[config.mk]
export PLATFORM = sky130hd
export DESIGN_NAME = dpwm_gen
export DESIGN_NICKNAME = d
export VERILOG_FILES = /design/src/rtl/dpwm_pkg.sv /design/src/rtl/dpwm_timebase.sv /design/src/rtl/dpwm_duty_hold.sv /design/src/rtl/dpwm_shape.sv /design/src/rtl/dpwm_gen.sv
export SDC_FILE = /design/constraint.sdc
export NUM_CORES = 1
export LEC_CHECK = 0
export BUFFER_PORTS_ARGS = -buffer_cell sky130_fd_sc_hd__buf_2
export CORE_ASPECT_RATIO = 0.8
export CORE_MARGIN = 10
export CORE_UTILIZATION = 60
export CTS_BUF_LIST = sky130_fd_sc_hd__clkbuf_16
export CTS_CLUSTER_DIAMETER = 50
export DETAILED_ROUTE_END_ITERATION = 8
export GPL_TIMING_DRIVEN = 0
export HOLD_SLACK_MARGIN = 0.02
export PLACE_DENSITY = 0.83
export SETUP_SLACK_MARGIN = 0.02
export SLEW_MARGIN = 40
export SYNTH_ARGS = -nofsm -noshare
export SYNTH_HDL_FRONTEND = slang
export SYNTH_SLANG_ARGS = --single-unit
[constraint.sdc]
create_clock -name clk -period 7.35 [get_ports clk]
set_clock_uncertainty 0.1 [all_clocks]
set_input_delay 0 -clock clk [delete_from_list [all_inputs] [get_ports clk]]
set_output_delay 0 -clock clk [all_outputs]
set_load 0.02 [all_outputs]
[src/rtl/dpwm_pkg.sv]
package dpwm_pkg;

  // High clocks for one sub-cycle: base from the upper bits, plus one when
  // the sub-cycle index is below the fractional (low) bits.
  function automatic int unsigned high_count(int unsigned duty,
                                             int unsigned sub_idx,
                                             int unsigned dith_bits);
    int unsigned base;
    int unsigned frac;
    base = duty >> dith_bits;
    frac = duty & ((32'd1 << dith_bits) - 32'd1);
    return base + ((sub_idx < frac) ? 32'd1 : 32'd0);
  endfunction

  // Length of one sub-cycle in clocks.
  function automatic int unsigned sub_len(int unsigned sub_bits);
    return 32'd1 << sub_bits;
  endfunction

endpackage

[src/rtl/dpwm_timebase.sv]
module dpwm_timebase #(
  parameter int SUB_BITS  = 6,
  parameter int DITH_BITS = 2
) (
  input  logic                 clk,
  input  logic                 rst_n,
  input  logic                 en,
  output logic [DITH_BITS-1:0] sub_idx,
  output logic [SUB_BITS-1:0]  sub_cnt,
  output logic                 period_start
);
  localparam int POS_W = SUB_BITS + DITH_BITS;

  logic [POS_W-1:0] pos_q;

  always_ff @(posedge clk or negedge rst_n) begin
    if (!rst_n)   pos_q <= '0;
    else if (!en) pos_q <= '0;
    else          pos_q <= pos_q + 1'b1;
  end

  assign {sub_idx, sub_cnt} = pos_q;
  assign period_start       = en && (pos_q == '0);

  AST_START_ADVANCES: assert property (@(posedge clk) disable iff (!rst_n)
    period_start |=> (pos_q == POS_W'(1)));
  AST_PERIOD_WRAPS: assert property (@(posedge clk) disable iff (!rst_n)
    (en && pos_q == '1) |=> (pos_q == '0));
  AST_IDLE_CLEARS: assert property (@(posedge clk) disable iff (!rst_n)
    !en |=> (pos_q == '0));
endmodule

[src/rtl/dpwm_duty_hold.sv]
module dpwm_duty_hold #(
  parameter int DUTY_W = 8
) (
  input  logic              clk,
  input  logic              rst_n,
  input  logic              load,
  input  logic [DUTY_W-1:0] duty_i,
  output logic [DUTY_W-1:0] duty_eff
);
  logic [DUTY_W-1:0] shadow_q;

  always_ff @(posedge clk or negedge rst_n) begin
    if (!rst_n)    shadow_q <= '0;
    else if (load) shadow_q <= duty_i;
  end

  // On the load clock the incoming word is used directly, so the new value
  // governs the very first clock of the period.
  assign duty_eff = load ? duty_i : shadow_q;

  AST_HOLD_MIDPERIOD: assert property (@(posedge clk) disable iff (!rst_n)
    !load |=> $stable(shadow_q));
endmodule

[src/rtl/dpwm_shape.sv]
module dpwm_shape #(
  parameter int SUB_BITS  = 6,
  parameter int DITH_BITS = 2
) (
  input  logic                          clk,
  input  logic                          rst_n,
  input  logic                          en,
  input  logic                          period_start,
  input  logic [SUB_BITS+DITH_BITS-1:0] duty_eff,
  input  logic [DITH_BITS-1:0]          sub_idx,
  input  logic [SUB_BITS-1:0]           sub_cnt,
  output logic                          pwm_o,
  output logic                          strobe_o
);
  localparam int HC_W = SUB_BITS + 1;
  localparam logic [HC_W-1:0] FULL = HC_W'(dpwm_pkg::sub_len(SUB_BITS));

  logic [HC_W-1:0] high_cnt;
  logic            level_next;
  logic            pwm_q;
  logic            strobe_q;

  assign high_cnt   = HC_W'(dpwm_pkg::high_count(32'(duty_eff), 32'(sub_idx), DITH_BITS));
  assign level_next = en && ({1'b0, sub_cnt} < high_cnt);

  always_ff @(posedge clk or negedge rst_n) begin
    if (!rst_n) begin
      pwm_q    <= 1'b0;
      strobe_q <= 1'b0;
    end else begin
      pwm_q    <= level_next;
      strobe_q <= period_start;
    end
  end

  assign pwm_o    = pwm_q;
  assign strobe_o = strobe_q;

  AST_COUNT_IN_RANGE: assert property (@(posedge clk) disable iff (!rst_n)
    en |-> (high_cnt <= FULL));
  AST_ZERO_STAYS_LOW: assert property (@(posedge clk) disable iff (!rst_n)
    (en && high_cnt == '0) |=> !pwm_q);
  AST_FULL_STAYS_HIGH: assert property (@(posedge clk) disable iff (!rst_n)
    (en && high_cnt == FULL) |=> pwm_q);
  AST_STROBE_SINGLE: assert property (@(posedge clk) disable iff (!rst_n)
    strobe_q |=> !strobe_q);
  AST_OFF_WHEN_IDLE: assert property (@(posedge clk) disable iff (!rst_n)
    !en |=> (!pwm_q && !strobe_q));
endmodule

[src/rtl/dpwm_gen.sv]
module dpwm_gen #(
  parameter int SUB_BITS  = 6,
  parameter int DITH_BITS = 2
) (
  input  logic                          clk,
  input  logic                          rst_n,
  input  logic                          en,
  input  logic [SUB_BITS+DITH_BITS-1:0] duty_i,
  output logic                          pwm_o,
  output logic                          period_strobe_o
);
  localparam int DUTY_W = SUB_BITS + DITH_BITS;

  logic [DITH_BITS-1:0] sub_idx;
  logic [SUB_BITS-1:0]  sub_cnt;
  logic                 period_start;
  logic [DUTY_W-1:0]    duty_eff;

  dpwm_timebase #(.SUB_BITS(SUB_BITS), .DITH_BITS(DITH_BITS)) u_tb (
    .clk(clk), .rst_n(rst_n), .en(en),
    .sub_idx(sub_idx), .sub_cnt(sub_cnt), .period_start(period_start)
  );

  dpwm_duty_hold #(.DUTY_W(DUTY_W)) u_hold (
    .clk(clk), .rst_n(rst_n), .load(period_start),
    .duty_i(duty_i), .duty_eff(duty_eff)
  );

  dpwm_shape #(.SUB_BITS(SUB_BITS), .DITH_BITS(DITH_BITS)) u_shape (
    .clk(clk), .rst_n(rst_n), .en(en), .period_start(period_start),
    .duty_eff(duty_eff), .sub_idx(sub_idx), .sub_cnt(sub_cnt),
    .pwm_o(pwm_o), .strobe_o(period_strobe_o)
  );

  AST_STROBE_WITH_RISE: assert property (@(posedge clk) disable iff (!rst_n)
    $rose(period_strobe_o) |-> $past(en));
endmodule

==> Yosys cells after proc, flatten, opt, wreduce, memory -nomap -nowiden <==
Index checks and enable logic that the tools add are counted.
{ "totals": {"regBits": 18, "inputBits": 11, "output_inout_bits": 2, "word_cells": 14} }
{ "op_classes": {"n_addsub": 2, "n_lt_le_gt_ge": 2, "mux": 3, "n_reduce_logical": 3} }
{ "op_table": {"columns": ["operator", "n"], "rows": [
  ["8-bit two-way mux", 2],
  ["8-bit by 1-bit adder with 8-bit output, second input constant", 1],
  ["8-bit logical NOT", 1],
  ["6-bit by 7-bit adder with 7-bit output", 1],
  ["6-bit by 7-bit less-than comparator with 1-bit output", 1],
  ["1-bit logical AND", 2],
  ["2-bit less-than comparator", 1],
  ["1-bit two-way mux", 1]
]} }

==> Longest topological paths before layout <==
{ "depth": {"depth_word": 8, "depth_mapped": 19, "depth_no_buf": 18} }

==> By module <==
From an unflattened synthesis, not the netlist that was laid out.
{ "hier_totals": {"hier_cells": 89, "hier_area_um2": 1026.0} }
{ "by_module_without_submodules": {"columns": ["mod", "n_inst", "cells_per_inst", "area_per_inst_um2", "seq_area_each_um2"], "rows": [
  ["dpwm_timebase", 1, 37, 406.6, 200.2],
  ["dpwm_duty_hold", 1, 17, 331.6, 200.2],
  ["dpwm_shape", 1, 35, 287.8, 50.0]
]} }

==> Worst setup path before layout <==
OpenSTA, ideal clock, no wires.
{ "synth_timing": {"path_kind": "reg-to-reg", "start": "register u_tb.pos_q[0]", "end": "register u_shape.pwm_q (netlist: u_shape.pwm_o)", "setup_ps": 87, "arrival_time_ps": 3335, "required_time_ps": 7163, "setup_slack_ps": 3828, "stages_incl_launch_ff": 20, "n_path_buf": 1, "period_less_slack_ps": 3522, "path_cell_list": "dfrtp_1 > inv_1 > ha_1 > and4bb_2 > nand2_1 > buf_6 > mux2i_1 > ha_1 > or3b_2 > o221ai_1 > ha_1 > nand4_1 > xor2_1 > nand2_1 > o21ai_0 > ha_1 > a21o_1 > nand2_1 > nand3b_1 > o211ai_1"} }
{ "synth_between": {"elab_chain_cells": 8} }
{ "synth_lines": {"columns": ["item", "line", "rtl"], "rows": [
  ["from (decl)", "dpwm_timebase.sv:14", "logic [POS_W-1:0] pos_q;"],
  ["from (signal assigned)", "dpwm_timebase.sv:19", "else pos_q <= pos_q + 1'b1;"],
  ["8-bit logical NOT", "dpwm_timebase.sv:23", "assign period_start = en && (pos_q == '0);"],
  ["1-bit logical AND", "dpwm_timebase.sv:23", null],
  ["8-bit two-way mux", null, null],
  ["2-bit less-than comparator", "dpwm_pkg.sv:12", "return base + ((sub_idx < frac) ? 32'd1 : 32'd0);"],
  ["1-bit two-way mux", "dpwm_pkg.sv:12", null],
  ["6-bit by 7-bit adder with 7-bit output", "dpwm_pkg.sv:12", null],
  ["6-bit by 7-bit less-than comparator with 1-bit output (*)", "dpwm_shape.sv:24", "assign level_next = en && ({1'b0, sub_cnt} < high_cnt);"],
  ["1-bit logical AND (*)", "dpwm_shape.sv:24", null],
  ["net u_shape.level_next", "dpwm_shape.sv:19", "logic level_next;"],
  ["to (signal assigned)", "dpwm_shape.sv:31", "pwm_q <= level_next;"],
  ["to (decl)", "dpwm_shape.sv:20", "logic pwm_q;"]
]} }
Mark *: on every way through the listed nets, which the timed path passes. The rest lies on a longest branch.

==> Worst setup path after layout <==
Ends and elaborated chain as after synthesis.

==> metrics.txt <==
status=complete, no violations; Syn Inst Count=around 110; RSZ-0062 raised after global routing=false; worst path cell trace=inv_1, ha_1, and4bb_2, nand2_1, buf_6, mux2i_1, ha_1, or3b_2, o221ai_1, ha_1, nand4_1, xor2_1, nand2_1, o21ai_0, ha_1, a21o_1, nand2_1, nand3b_1, o211ai_1; Die W=68.7 um; Post-synth EDFFs=0; vias=between 900 and 1k; CP most frequent cell=ha_1; max_cap viols=0; power density cells=about 230 nW/um2; Die Height=59.0 um; I/O pin count=13; Worst Path Required=7.41 ns; Post-synth top cells=dfrtp_1, ha_1, nand2_1, nand3_1, xnor2_1; origin of the worst min-delay path=en; count of nets after finishing=159; Detailed Routing Iterations Pass 1=4; Setup crit end kind=flop; Setup CP Type=reg -> reg; clock root cell=clkbuf_16; Net Count, Synth=133; RePlAce Congestion=0.828; CTS Buf Count=3; WL final=2.43 mm; worst hold slack=0.0591 ns; Clock Latency Late Sink=0.25 ns; Post-CTS Setup Repair Bufs=0; Crit Reg-Reg Endpoint=u_shape.pwm_o$_DFF_PN0_; hold violation count in the final report=0; met3 usage=0.0512; #FFs+latches synth=18; number of port buffers=12; Data arrival, critical path=3.98 ns; initial antenna violation count=0; Worst VDD drop=approximately 0.00021 V; CP max FO=10; core footprint=1840 um2; cell count of the worst reg-to-reg path=19; Worst Setup SP=u_tb.pos_q[0]$_DFF_PN0_; Total GRT Usage=0.135; Final Max Tran Viols=0; grt met2 use=0.221; met1 usage=0.156; Vias/cell=about 5.6; post-synth cell types=31; cell taking the most area after synthesis=dfrtp_1; largest net degree at the start of global routing=19; slowest cell delay on critical path=0.45 ns; Lkg Pwr=0.666 nW; Setup crit start kind=flop; FILL cells=133; Clock Tree Buf Depth=2; synth top area cells=dfrtp_1, ha_1, mux2_2; DIE AREA=4050 um2; H-tree levels=1; TNS Setup=0 ns; Setup violations, final=0; slew margin rel.=0.731; first-pass GRT wire length=about 4.2 mm; most numerous cell in the Yosys netlist=dfrtp_1; clock sink count=18; Synth Warn #=0; DRT antenna net count=0; worst hold path type=in -> reg; drt wl/cell=15.1 um; Syn Area/Cell=between 10 and 15 um2; Worst R2R Setup Slack=3.44 ns; sequential area share after synthesis=0.396; Initial Util=0.619; fin crit period=3.91 ns; area delta synth->final=22.7%; total grt overflow=0; vias in the first global route=959; Mapped Area=between 1000 and 1500 um2; share of cells above drive strength 1=0.197; Critical Path Sink=u_shape.pwm_o$_DFF_PN0_; CTS clock-pin slew for the worst setup and hold paths=approximately 0.05 ns; period utilization=0.532; slowest CP cell=or3b_2; Synth top area share=0.396; Worst Tran Pin Value=0.403 ns; Worst R2R Start=u_tb.pos_q[0]$_DFF_PN0_; top_reg_cell synth=dfrtp_1; FP Rows=14; n_diodes=0; busiest grt layer=met2; fmax=256 MHz; DRC violations left=0; async set-or-reset flop fraction in the synthesized netlist=1.00; TritonCTS clock tree=done; dpl hpwl=1.71 mm; initial detailed-routing violation count=23
kinds of logic (layout without fill, tap and decap cells):
kind of cell               count (synthesis)  after routing  share of synthesized area
buffers and inverters                      8             33                     0.0341
AOI/OAI and AO/OA                         10             10                     0.0550
DFF                                       18             18                      0.396
and+or+nand+nor                           44             44                      0.220
adders and majority gates                 10             10                      0.110
muxes                                      8              8                     0.0780
xor gates and xnor gates                  14             14                      0.108
per-stage QoR:
stage	power [mW]	instance area, um2	setup WS, ns	instances	util
final	0.320	1400	3.44	161	0.760
after global routing	0.340	1400	3.06	161	0.760
after CTS	0.323	1400	3.43	161	0.760
after detailed placement	0.207	1230	3.46	148	0.668
after global placement	0.203	1230	3.56	148	0.668
after floorplan	0.185	1140	3.83	112	-
worst min-delay path by stage:
| stage | endpoint | slack [ns] | depth (start not counted) |
|---|---|---|---|
| 3_3_place_gp | u_tb.pos_q[0]$_DFF_PN0_ | -0.16 | 1 |
| 3_5_place_dp | u_tb.pos_q[0]$_DFF_PN0_ | -0.15 | 1 |
| 4_1_cts | u_shape.pwm_o$_DFF_PN0_ | 0.06 | 4 |
| 5_1_grt | u_shape.pwm_o$_DFF_PN0_ | 0.09 | 4 |
| 2_1_floorplan | u_hold.shadow_q[0]$_DFF_PN0_ | -0.40 | 0 |
| 6_report | u_shape.pwm_o$_DFF_PN0_ | 0.06 | 4 |
power breakdown:
part | leakage [nW] | internal [mW] | total, mW | switching (mW)
logic | 0.400 | 0.0436 | 0.0890 | 0.0454
clock network | 0.0385 | 0.0723 | 0.109 | 0.0362
registers | 0.228 | 0.112 | 0.123 | 0.0107
routing by layer:
metal | wire, um | share of wire | up-vias
met4 | 51 | 0.021 | 0
met5 | 0 | 0 | -
met3 | 132 | 0.054 | 8
met1 | 1020 | 0.42 | 426
li1 | - | - | 444
met2 | 1220 | 0.50 | 24
worst max-delay path: cells and delay by family, from the launching register on:
kind,cells,cell delay [ns]
AO/OA/AOI/OAI,4,0.67
adder cells (fa/ha/maj),4,1.04
multiplexers,1,0.11
flip-flops,1,0.41
AND/OR/NAND/NOR,7,1.13
XOR/XNOR,1,0.17
buffers and inverters,2,0.21
sequential cells by signal, summed over array words and instances, names as in the netlist:
signal,flops
u_hold.shadow_q,8
u_shape.strobe_o,1
u_tb.pos_q,8
u_shape.pwm_o,1
final cells by class:
type                    count  area (um2)  share of cell area
multi-input cells          86         649               0.465
clock buffers               3        75.1              0.0537
repair buffers             21         150               0.107
plain buffers               3        20.0              0.0143
inverters                   5        18.8              0.0134
clock inverters             1        3.75             0.00269
well taps                  24        30.0              0.0215
flip-flops and latches     18         450               0.322
cells in the final DEF (no fill, tap or decap), types with 2 or more instances in the layout:
master / instances
and3_1: 2
buf_2: 13
dlygate4sd3_1: 9
mux2_2: 7
clkbuf_16: 3
ha_1: 10
and2_1: 7
nor2_1: 3
xor2_1: 5
xnor2_1: 9
nand2_1: 10
nand4_1: 3
nand3_1: 10
a21oi_1: 2
dfrtp_1: 18
o21ai_0: 4
inv_1: 5
what timing repair did:
action                    CTS  global route
hold endpoints to repair   26             0
resized for setup           0             0
hold buffers                9             0
No activity file was read; power rests on OpenSTA's default activity.
